$ cat src/rtl/fol_pkg.sv
package fol_pkg;

    typedef enum logic {
        SEL_AE = 1'b0,
        SEL_AF = 1'b1
    } sel_e;

    typedef enum logic {
        METH_PAR = 1'b0,
        METH_SER = 1'b1
    } meth_e;

    // one cycle's decoded offset access
    typedef struct packed {
        logic wr_word;   // parallel word write
        logic wr_bit;    // serial bit write
        logic rd;        // readback request accepted
    } acc_t;

    function automatic sel_e sel_next(sel_e s);
        return (s == SEL_AE) ? SEL_AF : SEL_AE;
    endfunction

    function automatic meth_e meth_from_ld(logic ld);
        return ld ? METH_SER : METH_PAR;
    endfunction

endpackage

$ cat src/rtl/fol_mode.sv
module fol_mode
    import fol_pkg::*;
(
    input  logic  clk,
    input  logic  mrst,
    input  logic  prst,
    input  logic  ld,
    input  logic  sen,
    input  logic  wen,
    input  logic  ren,
    output meth_e meth,
    output acc_t  acc
);
    meth_e meth_q;
    logic  live;

    always_ff @(posedge clk) begin
        if (mrst)
            meth_q <= meth_from_ld(ld);
    end

    assign live = ld & ~mrst & ~prst;

    always_comb begin
        acc.wr_word = live & (meth_q == METH_PAR) & wen;
        acc.wr_bit  = live & (meth_q == METH_SER) & sen;
        acc.rd      = live & ren & ~(acc.wr_word | acc.wr_bit);
    end

    assign meth = meth_q;
endmodule

$ cat src/rtl/fol_seq.sv
module fol_seq
    import fol_pkg::*;
#(
    parameter int OFF_W = 14,
    localparam int CNT_W = (OFF_W > 1) ? $clog2(OFF_W) : 1
) (
    input  logic             clk,
    input  logic             mrst,
    input  logic             prst,
    input  acc_t             acc,
    output sel_e             sel,
    output logic [CNT_W-1:0] bit_pos
);
    sel_e             sel_q;
    logic [CNT_W-1:0] pos_q;
    logic             last_bit;

    assign last_bit = (pos_q == CNT_W'(OFF_W - 1));

    always_ff @(posedge clk) begin
        if (mrst || prst) begin
            sel_q <= SEL_AE;
            pos_q <= '0;
        end else if (acc.wr_bit) begin
            if (last_bit) begin
                pos_q <= '0;
                sel_q <= sel_next(sel_q);
            end else begin
                pos_q <= pos_q + CNT_W'(1);
            end
        end else if (acc.wr_word || acc.rd) begin
            sel_q <= sel_next(sel_q);
        end
    end

    assign sel     = sel_q;
    assign bit_pos = pos_q;
endmodule

$ cat src/rtl/fol_bank.sv
module fol_bank
    import fol_pkg::*;
#(
    parameter int DATA_W    = 18,
    parameter int OFF_W     = 14,
    parameter int DEF_SMALL = 127,
    parameter int DEF_LARGE = 1023,
    localparam int CNT_W    = (OFF_W > 1) ? $clog2(OFF_W) : 1,
    localparam int N_REG    = 2
) (
    input  logic              clk,
    input  logic              mrst,
    input  logic              prst,
    input  logic              ld,
    input  logic              sdi,
    input  logic [DATA_W-1:0] din,
    input  acc_t              acc,
    input  sel_e              sel,
    input  logic [CNT_W-1:0]  bit_pos,
    output logic [OFF_W-1:0]  ae_off,
    output logic [OFF_W-1:0]  af_off,
    output logic [DATA_W-1:0] rb_data,
    output logic              rb_vld
);
    logic [OFF_W-1:0] off_q [N_REG];
    logic             unused_din_hi;

    assign unused_din_hi = ^din[DATA_W-1:OFF_W];

    for (genvar g = 0; g < N_REG; g++) begin : g_off
        logic hit;
        assign hit = (sel == sel_e'(g));
        always_ff @(posedge clk) begin
            if (mrst)
                off_q[g] <= ld ? OFF_W'(DEF_LARGE) : OFF_W'(DEF_SMALL);
            else if (acc.wr_word && hit)
                off_q[g] <= din[OFF_W-1:0];
            else if (acc.wr_bit && hit)
                off_q[g][bit_pos] <= sdi;
        end
    end

    always_ff @(posedge clk) begin
        if (mrst || prst || !acc.rd) begin
            rb_vld  <= 1'b0;
            rb_data <= '0;
        end else begin
            rb_vld  <= 1'b1;
            rb_data <= DATA_W'((sel == SEL_AE) ? off_q[0] : off_q[1]);
        end
    end

    assign ae_off = off_q[0];
    assign af_off = off_q[1];
endmodule

$ cat src/rtl/fol_loader.sv
module fol_loader
    import fol_pkg::*;
#(
    parameter int DATA_W    = 18,
    parameter int OFF_W     = 14,
    parameter int DEF_SMALL = 127,
    parameter int DEF_LARGE = 1023,
    localparam int CNT_W    = (OFF_W > 1) ? $clog2(OFF_W) : 1
) (
    input  logic              clk,
    input  logic              mrst,
    input  logic              prst,
    input  logic              ld,
    input  logic              sen,
    input  logic              sdi,
    input  logic              wen,
    input  logic              ren,
    input  logic [DATA_W-1:0] din,
    output logic              fifo_wr,
    output logic              fifo_rd,
    output logic [OFF_W-1:0]  ae_off,
    output logic [OFF_W-1:0]  af_off,
    output logic [DATA_W-1:0] rb_data,
    output logic              rb_vld
);
    meth_e            meth;
    acc_t             acc;
    sel_e             sel;
    logic [CNT_W-1:0] bit_pos;
    logic             unused_meth;

    assign unused_meth = (meth == METH_SER);

    // FIFO strobes are blocked while the offsets own the enables
    assign fifo_wr = wen & ~ld;
    assign fifo_rd = ren & ~ld;

    fol_mode u_mode (
        .clk  (clk),
        .mrst (mrst),
        .prst (prst),
        .ld   (ld),
        .sen  (sen),
        .wen  (wen),
        .ren  (ren),
        .meth (meth),
        .acc  (acc)
    );

    fol_seq #(.OFF_W(OFF_W)) u_seq (
        .clk     (clk),
        .mrst    (mrst),
        .prst    (prst),
        .acc     (acc),
        .sel     (sel),
        .bit_pos (bit_pos)
    );

    fol_bank #(
        .DATA_W    (DATA_W),
        .OFF_W     (OFF_W),
        .DEF_SMALL (DEF_SMALL),
        .DEF_LARGE (DEF_LARGE)
    ) u_bank (
        .clk     (clk),
        .mrst    (mrst),
        .prst    (prst),
        .ld      (ld),
        .sdi     (sdi),
        .din     (din),
        .acc     (acc),
        .sel     (sel),
        .bit_pos (bit_pos),
        .ae_off  (ae_off),
        .af_off  (af_off),
        .rb_data (rb_data),
        .rb_vld  (rb_vld)
    );
endmodule

$ cat config.mk
export PLATFORM = sky130hd
export DESIGN_NAME = fol_loader
export DESIGN_NICKNAME = d
export VERILOG_FILES = /design/src/rtl/fol_pkg.sv /design/src/rtl/fol_mode.sv /design/src/rtl/fol_seq.sv /design/src/rtl/fol_bank.sv /design/src/rtl/fol_loader.sv
export SDC_FILE = /design/constraint.sdc
export NUM_CORES = 1
export LEC_CHECK = 0
export ABC_AREA = 1
export CORE_MARGIN = 1.5
export CORE_UTILIZATION = 43
export DETAILED_ROUTE_END_ITERATION = 8
export GPL_TIMING_DRIVEN = 0
export PLACE_DENSITY_LB_ADDON = 0.3
export SLEW_MARGIN = 20
export SYNTH_ARGS = -nofsm -noshare
export SYNTH_HDL_FRONTEND = slang
export SYNTH_HIERARCHICAL = 1
export SYNTH_SLANG_ARGS = --single-unit
$ cat constraint.sdc
create_clock -name clk -period 1.8 [get_ports clk]
set_input_delay 0.18 -clock clk [delete_from_list [all_inputs] [get_ports clk]]
set_output_delay 0.18 -clock clk [all_outputs]
set_load 0.1 [all_outputs]
## Yosys cells after proc, flatten, opt, wreduce, memory -nomap -nowiden

Memory sizes are Yosys's and may differ from the RTL's.
Cells that the tools add are included.

- Flip-flop bits (word level): 25
- Bits in writable memories: 28
- Output and inout port bits: 49
- Logic and storage cells: 126
- Memories kept: 1

- Add/sub/neg operators: 1
- Order comparisons: 2
- Equal/unequal tests: 2
- Mux-type cells: 57
- Bitwise gates (word level): 47
- Reductions and logical operators: 11

Memory list:

| memory | words | width | read ports | clocked after Yosys merged registers in | write ports | RTL line | RTL |
|---|---|---|---|---|---|---|---|
| u_bank.off_q | 2 | 14 | 2 | 0 | 2 | fol_bank.sv:25 | `logic [OFF_W-1:0] off_q [N_REG];` |

Operator list:

| operator | count |
|---|---|
| $mux 14 | 5 |
| $mux 1 | 49 |
| $or 1x1->1 | 31 |
| $and 1x1->1 | 10 |
| $mux 10 | 1 |
| $not 1->1 | 6 |
| $logic_and 1x1->1 | 5 |
| $lt 4x5->1 const B | 1 |
| $add 4x1->4 const B | 1 |
| $demux 1 s4 | 1 |
| $eq 4x4->1 const B | 1 |
| $ge 4x1->1 const B | 1 |
| $mux 4 | 1 |
| $logic_or 1x1->1 | 3 |
| $ne 2x1->1 const B | 1 |
| $reduce_and 2->1 | 1 |
| $reduce_bool 2->1 | 1 |
| $logic_not 1->1 | 1 |

## Depth between registers and ports, before layout

- Depth in word-level cells: 11
- Gate-level depth with buffers: 10
- Mapped depth without buffers: 10

## By module

The synthesis kept the hierarchy.

Modules (own cells, without submodules):

| module | instances | cells each | area an instance (um^2) | sequential area each (um^2) |
|---|---|---|---|---|
| fol_bank | 1 | 289 | 2,257.2 | 1,141.1 |
| fol_seq | 1 | 33 | 234.0 | 100.1 |
| fol_mode | 1 | 10 | 91.3 | 30.0 |
| fol_loader | 1 | 4 | 15.0 | 0.0 |

## Worst setup path after synthesis

OpenSTA, ideal clock, no wires.

- Path type: flip-flop to flip-flop
- From: reg u_mode.meth_q (netlist: u_mode/meth)
- To: mem u_bank.off_q[1][13] (enable)
- Data arrival time: 1.465 ns
- Setup slack: 0.044 ns
- Stages on the path, launching flop included: 8
- Path buffers: 1
- Clock period less this slack: 1.756 ns
- Path through: edfxtp_1 nand2_1 nor2_1 nand2_1 nor2_4 buf_4 nand2_1 nand2_1

RTL lines:

| what | RTL line | RTL |
|---|---|---|
| start: declaration | fol_mode.sv:14 | `meth_e meth_q;` |
| start signal: assignment | fol_mode.sv:19 | `meth_q <= meth_from_ld(ld);` |
| end: declaration | fol_bank.sv:25 |  |

==> flow_metrics.py <==
metrics = {
    "status": {
        "status": "finished clean",
    },
    "worst_setup_path": {
        "start_kind": "register",
        "path_cells": "dlygate4sd2_1",
        "worstPathRequired_ns": 1.62,
        "reg2reg_to": "u_bank/off_q[1][8]$_DFFE_PP_",
        "crit_type": "register to output pin",
        "slowest_delay_ns": 0.86,
        "path_delay_family": "buffers and inverters",
        "endpoint_kind": "output pin",
        "reg2reg_from": "u_mode/meth$_DFFE_PP_",
        "cp_num_buf_inv": 1,
        "crit_slowest_cell": "dlygate4sd2_1",
        "worstPathMaxFanout": 2,
        "crit_arrival_ns": 1.55,
        "r2r_slack_ns": 0.17,
        "reg2regPathDepth": 8,
    },
    "drt": {
        "vias": 2458,
        "post_drt_via_cell_ratio": 5.037,
        "ant_nets": 0,
        "wl_per_cell_um": 14.32,
        "drtIter0Drc": 112,
        "routed_wl_um": 6986,
        "drc": 0,
        "drtPass1Iterations": 4,
    },
    "finish": {
        "fin_util_pct": 58.21,
        "final_common_cell": "nand2_1",
        "area_growth_pct": 31.89,
        "drive_above_1_share_pct": 10.65,
        "layout_common_cells": "119 x nand2_1, 44 x dlygate4sd2_1, 29 x inv_1, 29 x edfxtp_1, 23 x nor2_1",
        "n_antenna_cell": 0,
        "layout.nets": 439,
    },
    "worst_hold_path": {
        "hp-class": "primary input to register",
        "min_to": "u_mode/meth$_DFFE_PP_",
        "min_from": "ld",
        "whs_path_depth": 1,
    },
    "timing": {
        "slew_violations": 0,
        "worst_slack_ns": 0.06883,
        "grt_setup_unrepaired": "false",
        "skew_ns": 0.006509,
        "period_minus_slack_ns": 1.731,
        "finalSetupTns_ns": 0,
        "tightest_slew_ns": 0.9750,
        "hold_viol": 0,
        "max_slew_margin_pct": 35.26,
        "fmax_mhz": 577.6,
        "finalSetupViolations": 0,
        "fin_crit_sh_pct": 96.18,
    },
    "cts": {
        "clock_latency_ns": 0.30,
        "cts_hold_repair.buffers": 0,
        "cts_tree": "done",
        "numCtsBuffers": 5,
        "path_clk_slew_ns": 0.09,
        "ctsRootBufferMaster": "clkbuf_8",
        "clockBufferDepth": 2,
        "htreeDepth": 2,
        "clock_sinks": 49,
    },
    "place": {
        "place_ws_ns": -0.9166,
        "port_buffers": 66,
        "hpwl_um": 5235,
        "place_congestion": 0.9055,
    },
    "power_and_ir_drop": {
        "p_per_area_mw_per_mm2": 664.9,
        "ir_worst_vdd_mv": 0.2760,
        "leakage_nw": 1.465,
    },
    "floorplanning": {
        "dieArea_mm2": 0.006516,
        "io_pins": 75,
        "start_util_pct": 44.13,
        "die_h_um": 80.72,
        "rows": 28,
        "die_x_um": 80.72,
        "core_area_mm2": 0.005886,
    },
    "synthesis": {
        "ys_warn_count": 6,
        "yosysSeqAreaShare_pct": 48.94,
        "yosys_register_bits": 49,
        "netlist_area_mm2": 0.002597,
        "synthCells": 336,
        "avgSynthCellArea_um2": 7.731,
        "synth.distinct_cells": 28,
    },
    "grt": {
        "grt_pass1_wl_um": 11350,
        "grt_pass1_vias": 2278,
        "grt_max_degree": 15,
        "track_usage_pct": 23.43,
        "overflow": 0,
        "antenna_found_initial": 0,
    },
    "run": {
        "cap_violations": 0,
    },
}
## metrics by stage
step / hold WS [ns] / total power, W / area, um^2 / cells
global route: 0.4035 / 0.002355 / 3426 / 488
detailed placement: 0.5217 / 0.001649 / 3363 / 480
floorplan: 0.2789 / 0.001524 / 2609 / 339
CTS: 0.3943 / 0.002295 / 3422 / 488
finish: 0.4056 / 0.002278 / 3426 / 488
global placement: 0.5122 / 0.001644 / 3363 / 480
## report_power, final
group	total [W]	internal, W	leakage [nW]	switching, W
Clock	0.000666	0.000304	0.0433	0.000361
Sequential	0.00122	0.00121	0.411	0.0000102
Combinational	0.000396	0.0000978	1.01	0.000298
Total	0.00228	0.00161	1.46	0.000670
## area by class of cell
class / instances / area, um^2
Inverter: 35 / 133.9
Clock buffer: 6 / 82.58
Multi-Input combinational cell: 238 / 1109
Fill cell: 572 / 2460
Tap cell: 75 / 93.84
Clock inverter: 1 / 7.507
Buffer: 17 / 112.6
Timing Repair Buffer: 67 / 615.6
Sequential cell: 49 / 1271
## cells by family (layout without fill, tap and decap cells)
| logic type | count (synthesis) | in the layout | synth area share, % |
|---|---|---|---|
| and+or+nand+nor | 182 | 182 | 31.17 |
| AOI/OAI and AO/OA | 52 | 52 | 10.36 |
| buffers and inverters | 52 | 126 | 9.393 |
| DFF | 49 | 49 | 48.94 |
| other | 1 | 4 | 0.1444 |
## flip-flops by register name, indices dropped and copies added, names as in the netlist
register / cells
u_bank/off_q: 28
u_bank/rb_data: 14
u_seq/bit_pos: 4
u_bank/rb_vld: 1
u_mode/meth: 1
u_seq/sel: 1
## worst max path at each step
stage	startpoint	depth (start not counted)	to	slack, ns
after detailed placement	mrst	7	u_bank/off_q[1][12]$_SDFFCE_PN0P_	-0.92
final	u_bank/off_q[1][9]$_DFFE_PP_	1	af_off[9]	0.07
after global placement	mrst	8	u_bank/off_q[1][4]$_SDFFCE_PN1P_	-0.86
after CTS	u_bank/off_q[1][0]$_SDFFCE_PN1P_	1	af_off[0]	0.06
after floorplan	u_mode/meth$_DFFE_PP_	7	u_bank/off_q[1][13]$_SDFFCE_PN0P_	0.04
after global routing	mrst	8	u_bank/off_q[1][5]$_SDFFCE_PN1P_	0.01
## timing repair
item / CTS / global route
buffers inserted: 1 / 0
resized for setup: 55 / 3
setup endpoints to repair: 103 / 4
pin swaps: 1 / 2
## per-layer routing
metal	track usage, %	wire length, um
met4	6.552	61
met2	41.43	3488
met1	30.02	2988
met3	2.841	448
met5	0	0
## synthesized netlist by cell type, drive strengths merged
cell type / n / area [um^2]
o21ai: 27 / 135.1
nand3b: 1 / 20.02
buf: 13 / 95.09
dfxtp: 20 / 400.4
nor2: 30 / 153.9
a21oi: 21 / 108.9
conb: 1 / 3.750
o22ai: 4 / 25.02
nand4: 2 / 12.51
nor3: 2 / 10.01
nand2: 124 / 488.0
clkinv: 1 / 3.750
edfxtp: 29 / 870.8
clkbuf: 4 / 15.01
nand3: 23 / 125.1
inv: 34 / 130.1
No activity file was read; power rests on OpenSTA's default activity.
